File: config.mk
export PLATFORM = sky130hd
export DESIGN_NAME = bank_decoder
export DESIGN_NICKNAME = d
export VERILOG_FILES = /design/src/rtl/bank_pkg.sv /design/src/rtl/bank_ctrl.sv /design/src/rtl/bank_datapath.sv /design/src/rtl/bank_decoder.sv
export SDC_FILE = /design/constraint.sdc
export NUM_CORES = 1
export LEC_CHECK = 0
export BUFFER_PORTS_ARGS = -buffer_cell sky130_fd_sc_hd__buf_2
export CORE_AREA = 8 8 45 47
export DETAILED_ROUTE_END_ITERATION = 12
export DIE_AREA = 0 0 53 55
export PLACE_DENSITY_LB_ADDON = 0.3
export REMOVE_ABC_BUFFERS = 1
export SYNTH_ARGS = -nofsm -noshare
export SYNTH_HDL_FRONTEND = slang
export SYNTH_SLANG_ARGS = --single-unit
File: constraint.sdc
create_clock -name vclk -period 1.43
set_clock_uncertainty 0.15 [all_clocks]
set_input_delay 0.143 -clock vclk [all_inputs]
set_output_delay 0.143 -clock vclk [all_outputs]
set_load 0.02 [all_outputs]
File: src/rtl/bank_pkg.sv
package bank_pkg;
  timeunit 1ns;
  timeprecision 100ps;

  typedef enum logic [1:0] {
    CART_NONE    = 2'd0,
    CART_LOW     = 2'd1,
    CART_DUAL    = 2'd2,
    CART_CONSOLE = 2'd3
  } cartMode_e;

  // Strobes from the mode control to the page datapath
  typedef struct packed {
    logic openBus;   // console mode: most pages unmapped
    logic langRd;    // interpreter ROM readable in upper-middle window
    logic sysRd;     // operating-system ROM readable in top window
    logic glyphRd;   // glyph ROM readable in page D
    logic ioOn;      // peripheral block occupies page D
    logic cartLoOn;  // cartridge low window at $8000
    logic cartMidOn; // cartridge high window at $A000
    logic cartTopOn; // cartridge high window at $E000
  } mapStrobes_t;
endpackage

File: src/rtl/bank_ctrl.sv
module bank_ctrl
  import bank_pkg::*;
(
  input  logic        loBank,
  input  logic        hiBank,
  input  logic        charBank,
  input  logic        cartRomCfgN,
  input  logic        cartSysCfgN,
  output mapStrobes_t strobes
);
  timeunit 1ns;
  timeprecision 100ps;

  cartMode_e mode;
  logic      anyRom;

  always_comb begin
    unique case ({cartRomCfgN, cartSysCfgN})
      2'b11:   mode = CART_NONE;
      2'b01:   mode = CART_LOW;
      2'b00:   mode = CART_DUAL;
      default: mode = CART_CONSOLE;
    endcase
  end

  assign anyRom = loBank | hiBank;

  always_comb begin
    strobes = '0;
    if (mode == CART_CONSOLE) begin
      strobes.openBus   = 1'b1;
      strobes.ioOn      = 1'b1;
      strobes.cartLoOn  = 1'b1;
      strobes.cartTopOn = 1'b1;
    end else begin
      strobes.sysRd   = hiBank;
      strobes.ioOn    = anyRom & charBank;
      strobes.glyphRd = anyRom & ~charBank;
      if (mode == CART_DUAL) begin
        strobes.cartMidOn = hiBank;
        strobes.cartLoOn  = loBank & hiBank;
      end else begin
        strobes.langRd   = loBank & hiBank;
        strobes.cartLoOn = (mode == CART_LOW) & loBank & hiBank;
      end
    end
  end
endmodule

File: src/rtl/bank_datapath.sv
module bank_datapath
  import bank_pkg::*;
#(
  parameter int ADDR_W = 16
) (
  input  logic [ADDR_W-1:0] addr,
  input  logic              rdNotWr,
  input  mapStrobes_t       strobes,
  output logic              selRam,
  output logic              selLangRom,
  output logic              selSysRom,
  output logic              selGlyphRom,
  output logic              selIo,
  output logic              cartLoSelN,
  output logic              cartHiSelN,
  output logic              expPageASelN,
  output logic              expPageBSelN
);
  timeunit 1ns;
  timeprecision 100ps;

  localparam int PAGE_W    = 4;
  localparam int NUM_PAGES = 1 << PAGE_W;
  localparam int PAGE_LSB  = ADDR_W - PAGE_W;
  localparam int SUB_LSB   = PAGE_LSB - 4;

  logic [NUM_PAGES-1:0] pageHit;
  logic [3:0]           subPage;

  for (genvar p = 0; p < NUM_PAGES; p++) begin : g_page
    assign pageHit[p] = (addr[ADDR_W-1:PAGE_LSB] == PAGE_W'(p));
  end

  assign subPage = addr[PAGE_LSB-1:SUB_LSB];

  logic inLow, inGap, inLoWin, inMidWin, inPageC, inPageD, inTopWin;
  assign inLow    = pageHit[0];
  assign inGap    = |pageHit[7:1];
  assign inLoWin  = |pageHit[9:8];
  assign inMidWin = |pageHit[11:10];
  assign inPageC  = pageHit[12];
  assign inPageD  = pageHit[13];
  assign inTopWin = |pageHit[15:14];

  logic cartLo, cartHi, expA, expB;

  always_comb begin
    selRam      = 1'b0;
    selLangRom  = 1'b0;
    selSysRom   = 1'b0;
    selGlyphRom = 1'b0;
    selIo       = 1'b0;
    cartLo      = 1'b0;
    cartHi      = 1'b0;
    expA        = 1'b0;
    expB        = 1'b0;

    if (inLow) selRam = 1'b1;

    if (inGap || inPageC) selRam = !strobes.openBus;

    if (inLoWin) begin
      if (strobes.cartLoOn) begin
        if (rdNotWr) cartLo = 1'b1;
        else         selRam = !strobes.openBus;
      end else begin
        selRam = 1'b1;
      end
    end

    if (inMidWin) begin
      if (strobes.cartMidOn) begin
        if (rdNotWr) cartHi = 1'b1;
        else         selRam = 1'b1;
      end else if (strobes.langRd && rdNotWr) begin
        selLangRom = 1'b1;
      end else begin
        selRam = !strobes.openBus;
      end
    end

    if (inPageD) begin
      if (strobes.ioOn) begin
        selIo = 1'b1;
        expA  = (subPage == 4'hE);
        expB  = (subPage == 4'hF);
      end else if (strobes.glyphRd && rdNotWr) begin
        selGlyphRom = 1'b1;
      end else begin
        selRam = 1'b1;
      end
    end

    if (inTopWin) begin
      if (strobes.cartTopOn) begin
        cartHi = rdNotWr;
      end else if (strobes.sysRd && rdNotWr) begin
        selSysRom = 1'b1;
      end else begin
        selRam = 1'b1;
      end
    end
  end

  assign cartLoSelN   = !cartLo;
  assign cartHiSelN   = !cartHi;
  assign expPageASelN = !expA;
  assign expPageBSelN = !expB;
endmodule

File: src/rtl/bank_decoder.sv
module bank_decoder
  import bank_pkg::*;
#(
  parameter int ADDR_W = 16
) (
  input  logic [ADDR_W-1:0] addr,
  input  logic              rdNotWr,
  input  logic              loBank,
  input  logic              hiBank,
  input  logic              charBank,
  input  logic              cartRomCfgN,
  input  logic              cartSysCfgN,
  output logic              selRam,
  output logic              selLangRom,
  output logic              selSysRom,
  output logic              selGlyphRom,
  output logic              selIo,
  output logic              cartLoSelN,
  output logic              cartHiSelN,
  output logic              expPageASelN,
  output logic              expPageBSelN
);
  timeunit 1ns;
  timeprecision 100ps;

  mapStrobes_t strobes;

  bank_ctrl i_ctrl (
    .loBank      (loBank),
    .hiBank      (hiBank),
    .charBank    (charBank),
    .cartRomCfgN (cartRomCfgN),
    .cartSysCfgN (cartSysCfgN),
    .strobes     (strobes)
  );

  bank_datapath #(.ADDR_W(ADDR_W)) i_datapath (
    .addr         (addr),
    .rdNotWr      (rdNotWr),
    .strobes      (strobes),
    .selRam       (selRam),
    .selLangRom   (selLangRom),
    .selSysRom    (selSysRom),
    .selGlyphRom  (selGlyphRom),
    .selIo        (selIo),
    .cartLoSelN   (cartLoSelN),
    .cartHiSelN   (cartHiSelN),
    .expPageASelN (expPageASelN),
    .expPageBSelN (expPageBSelN)
  );
endmodule

==> metrics.cfg, run 1 <==
[finish]
drive_gt1_share_pct=48.21
nets=80
regArea_sq_um=0
area_delta_synth_final_pct=63.53
multiInputGateArea_sq_um=205.2
antenna_cells=0
clkbuf_count=0
layout_common_cells=23 x buf_2, 5 x nor2_1, 4 x nand2_1
final_common_cell=buf_2
utilization_pct=25.14
seq_cells=0
fin_area_sq_um=347.8
fillers=177

[cts]
cts_hold_buf=0
ctsResizeCount=0
post-cts-setup-buffers=0

[synth]
synthXorXnorAreaFrac_pct=0
synth_top_area_share_pct=11.18
synthSimpleGateAreaFrac_pct=67.65
synth_top_area_cell=nand4b_4
muxShareOfSynthArea_pct=0
synth_area_per_cell_sq_um=6.446
synthAdderAreaFrac_pct=0
syn_area_sq_um=212.7
yosys_warnings=0
synth_compound_area_share_pct=28.82
yosys-top-cells-area=nand4b_4 11%, o211ai_1 11%, nand2b_1 8.8%, nor2_1 8.8%, nand2_1 7.1%
synth_cell_type_count=19
synth_top_family_by_area=simple AND/OR/NAND/NOR gates
yosysSeqAreaShare_pct=0
syn_inst=33

[sta]
holdWs_ns=0.4024
maxSlewViolCount=0
timing.final.crit_share_pct=92.93
slew_headroom_pct=80.62
fmax_mhz=752.5
setup_tns_ns=0
tightestPinTransition_ns=0.2867
rsz0062_at_grt=false
finalHoldViolations=0
finalSetupViolCount=0
fin_crit_ns=1.329

[job]
cap_violations=0

[power]
swShare_pct=55.90
power_density_nw_per_um2=227.2
p_clk_share_pct=0
power_uw=79.04
seqPwrFrac_pct=0
leakage_nw=0.1536
ir_worst_vdd_v=0.00007088
pwr-share-comb_pct=100.0
p_sw_uw=44.18
cellInternalPower_uw=34.86

[floorplanning]
dieWidth_microns=53
pin_count=31
start_util_pct=15.37
dieArea_sq_um=2915
fp.coreArea_sq_um=1384
die_h_microns=55
fp-row-count=14

[worst_setup_path]
critical_path_required_ns=1.14
arrival_ns=1.04
cpMaxStageDelayCell=nor4b_1
path_buf_inv=2
path_cells=buf_2 -> nand4b_4 -> nor4b_1 -> buf_2
startpoint_type=primary input
crit_family=simple AND/OR/NAND/NOR gates
end_kind=output pin
crit_type=in2out
crit_top_cell=buf_2
slowest_delay_ns=0.34
critical_path_peak_fanout=7

[min_path]
min_from=addr[8]
hold_end=expPageBSelN
hold_path_depth=3
hp-class=in2out

[placed_design]
dpl.hpwl_microns=764.2
placed_area_sq_um=347.8
numPortBuffers=23
gp_congestion=0.7888

[outcome]
outcome=finished clean

[routing]
ant_nets=0
vias=331
drc=0
vias_per_cell=4.597
routed_wl_microns=843
drt-wirelength-per-cell_microns=11.71
drt_iter0_drc=3
dr.pass1.iters=4

[global_routing]
grt_overflow=0
grt_pass1_wl_microns=1297
antenna_found_initial=0
grt_start_max_net_pins=9
track_usage_pct=5.395
first_global_vias=319

## synthesized netlist by cell type, drive strengths merged
cell / n
nor3: 2
o211ai: 3
o21ai: 2
and4: 1
o22ai: 1
nand4b: 1
nand3: 2
a21oi: 2
nor2: 5
nand4: 1
nor4b: 1
buf: 1
nand3b: 2
nand2: 4
a211o: 1
nand2b: 4
## power groups by stage
stage	Sequential, mW	Clock (mW)	Combinational [mW]
3_3_place_gp	0	0	0.0786
6_report	0	0	0.0790
3_5_place_dp	0	0	0.0795
2_1_floorplan	0	0	0.0342
4_1_cts	0	0	0.0800
5_1_grt	0	0	0.0872
## cell families after synthesis
family                 count (synthesis)
and+or+nand+nor                       23
AOI/OAI and AO/OA                      9
buffers and inverters                  1
## routing by layer
layer	up-vias	GRT usage [%]	wire [microns]
met5	-	0	0
met4	0	0	0
met3	0	1.070	111
met2	16	9.766	363
met1	141	6.787	369
li1	174	-	-
## through the flow
stage          setup WS [ns]  std cells
6_report              0.1011         72
5_1_grt              0.01959         72
4_1_cts              0.08908         72
3_5_place_dp         0.09227         72
3_3_place_gp          0.1102         72
2_1_floorplan        0.03546         32
## cell type report
type | count | area share, %
repair buffers | 24 | 35.25
well taps | 16 | 5.755
multi-input cells | 32 | 58.99
## worst max path at each step
stage | from | endpoint | slack, ns | cells past startpoint
6_report | addr[13] | selGlyphRom | 0.10 | 4
5_1_grt | addr[14] | expPageASelN | 0.02 | 6
4_1_cts | addr[14] | selRam | 0.09 | 6
3_5_place_dp | addr[13] | expPageASelN | 0.09 | 6
3_3_place_gp | addr[13] | expPageASelN | 0.11 | 6
2_1_floorplan | addr[13] | selGlyphRom | 0.04 | 2
## worst min-delay path: stages
cell and delay (ns):
buf_2 0.08, nand2_1 0.04, buf_2 0.15
No activity file was read; power rests on OpenSTA's default activity.
==> run 2: changes to the inputs <==
--- a/config.mk
+++ b/config.mk
@@ -6,9 +6,9 @@
 export NUM_CORES = 1
 export LEC_CHECK = 0
 export BUFFER_PORTS_ARGS = -buffer_cell sky130_fd_sc_hd__buf_2
-export CORE_AREA = 8 8 45 47
+export CORE_AREA = 2 2 39 41
 export DETAILED_ROUTE_END_ITERATION = 12
-export DIE_AREA = 0 0 53 55
+export DIE_AREA = 0 0 41 43
 export PLACE_DENSITY_LB_ADDON = 0.3
 export REMOVE_ABC_BUFFERS = 1
 export SYNTH_ARGS = -nofsm -noshare
==> run 2 against run 1 <==
Against the previous run: fmax grew 0.98%; worst hold slack got worse by 0.0013 ns; die area is 40% lower; combinational power shrank 1%; global-route usage rose by 2.8 points; utilization is the same; power fell by 1.1%; non-clock buffer count stayed put; via count is 3.0% lower; sequential cell count unchanged; first-iteration DRC count fell by 67%.
==> metrics.cfg, run 2 (synthesis gave the netlist of run 1 again) <==
[finish]
antenna_cells=0
area_delta_synth_final_pct=63.53
drive_gt1_share_pct=48.21
final_common_cell=buf_2
clkbuf_count=0
layout_common_cells=23 x buf_2, 5 x nor2_1, 4 x nand2_1
utilization_pct=25.14
seq_cells=0
regArea_sq_um=0
nets=80
fin_area_sq_um=347.8

[routing]
drt_iter0_drc=1
drt-wirelength-per-cell_microns=9.639
vias_per_cell=4.458
wl_met1_microns=311
ant_nets=0
top_layer_used=met3
vias=321
route.met2.wl_microns=313
met3_length_microns=69
routed_wl_microns=694
drc=0
dr.pass1.iters=2

[min_path]
hold_path_depth=3
hp-class=in2out

[worst_setup_path]
startpoint_type=primary input
crit_top_cell=buf_2
cpMaxStageDelayCell=and4_1
crit_family=simple AND/OR/NAND/NOR gates
crit_type=in2out
path_buf_inv=2
slowest_delay_ns=0.22
end_kind=output pin
critical_path_required_ns=1.14
critical_path_peak_fanout=7
path_cells=buf_2 -> nand4b_4 -> a21oi_2 -> and4_1 -> nand2b_1 -> buf_2
cp.depth=6
arrival_ns=1.02

[sta]
rsz0062_at_grt=false
finalHoldViolations=0
setup_tns_ns=0
finalSetupViolCount=0
fin_crit_ns=1.316
fmax_mhz=759.9
slew_headroom_pct=84.63
tightestPinTransition_ns=0.2273
maxSlewViolCount=0
timing.final.crit_share_pct=92.03

[floorplanning]
dieWidth_microns=41
pin_count=31
dieArea_sq_um=1763
die_h_microns=43
fp.coreArea_sq_um=1384
fp-row-count=14
start_util_pct=15.37

[global_routing]
first_global_vias=284
grt_pass1_wl_microns=1104
track_usage_pct=8.192
grt_start_max_net_pins=9
grt_overflow=0
antenna_found_initial=0

[cts]
ctsResizeCount=0
post-cts-setup-buffers=0
cts_hold_buf=0

[power]
leakage_nw=0.1536
power_uw=78.16
power_density_nw_per_um2=224.7
ir_worst_vdd_v=0.00006818

[placed_design]
gp_congestion=0.7355
placed_area_sq_um=347.8
dpl.hpwl_microns=607.7
numPortBuffers=23

[job]
cap_violations=0

[outcome]
outcome=finished clean

## run 2: cell type report
class	instances	area [sq um]
fillers	166	1036
multi-input cells	32	205.2
well taps	16	20.02
repair buffers	24	122.6
## run 2: report_power, final
| group | total [mW] | internal (mW) | switching, mW |
|---|---|---|---|
| registers | 0 | 0 | 0 |
| clock network | 0 | 0 | 0 |
| logic | 0.0782 | 0.0348 | 0.0433 |
## run 2: final timing paths
path / from / endpoint / slack, ns
max: addr[13] / expPageASelN / 0.11
min: addr[8] / expPageBSelN / 0.40
## run 2: per-layer routing
metal	vias to the layer above	global-route usage (%)
li1	172	-
met1	134	11.08
met2	15	14.69
met3	0	0
met4	0	0
met5	-	0
## run 2: stage by stage
step,hold WS [ns],setup WS (ns),cells
global placement,0.3986,0.1125,72
detailed placement,0.4016,0.09061,72
floorplan,0.2526,0.03546,32
global route,0.4278,0.006381,72
finish,0.4011,0.1140,72
CTS,0.4020,0.09098,72
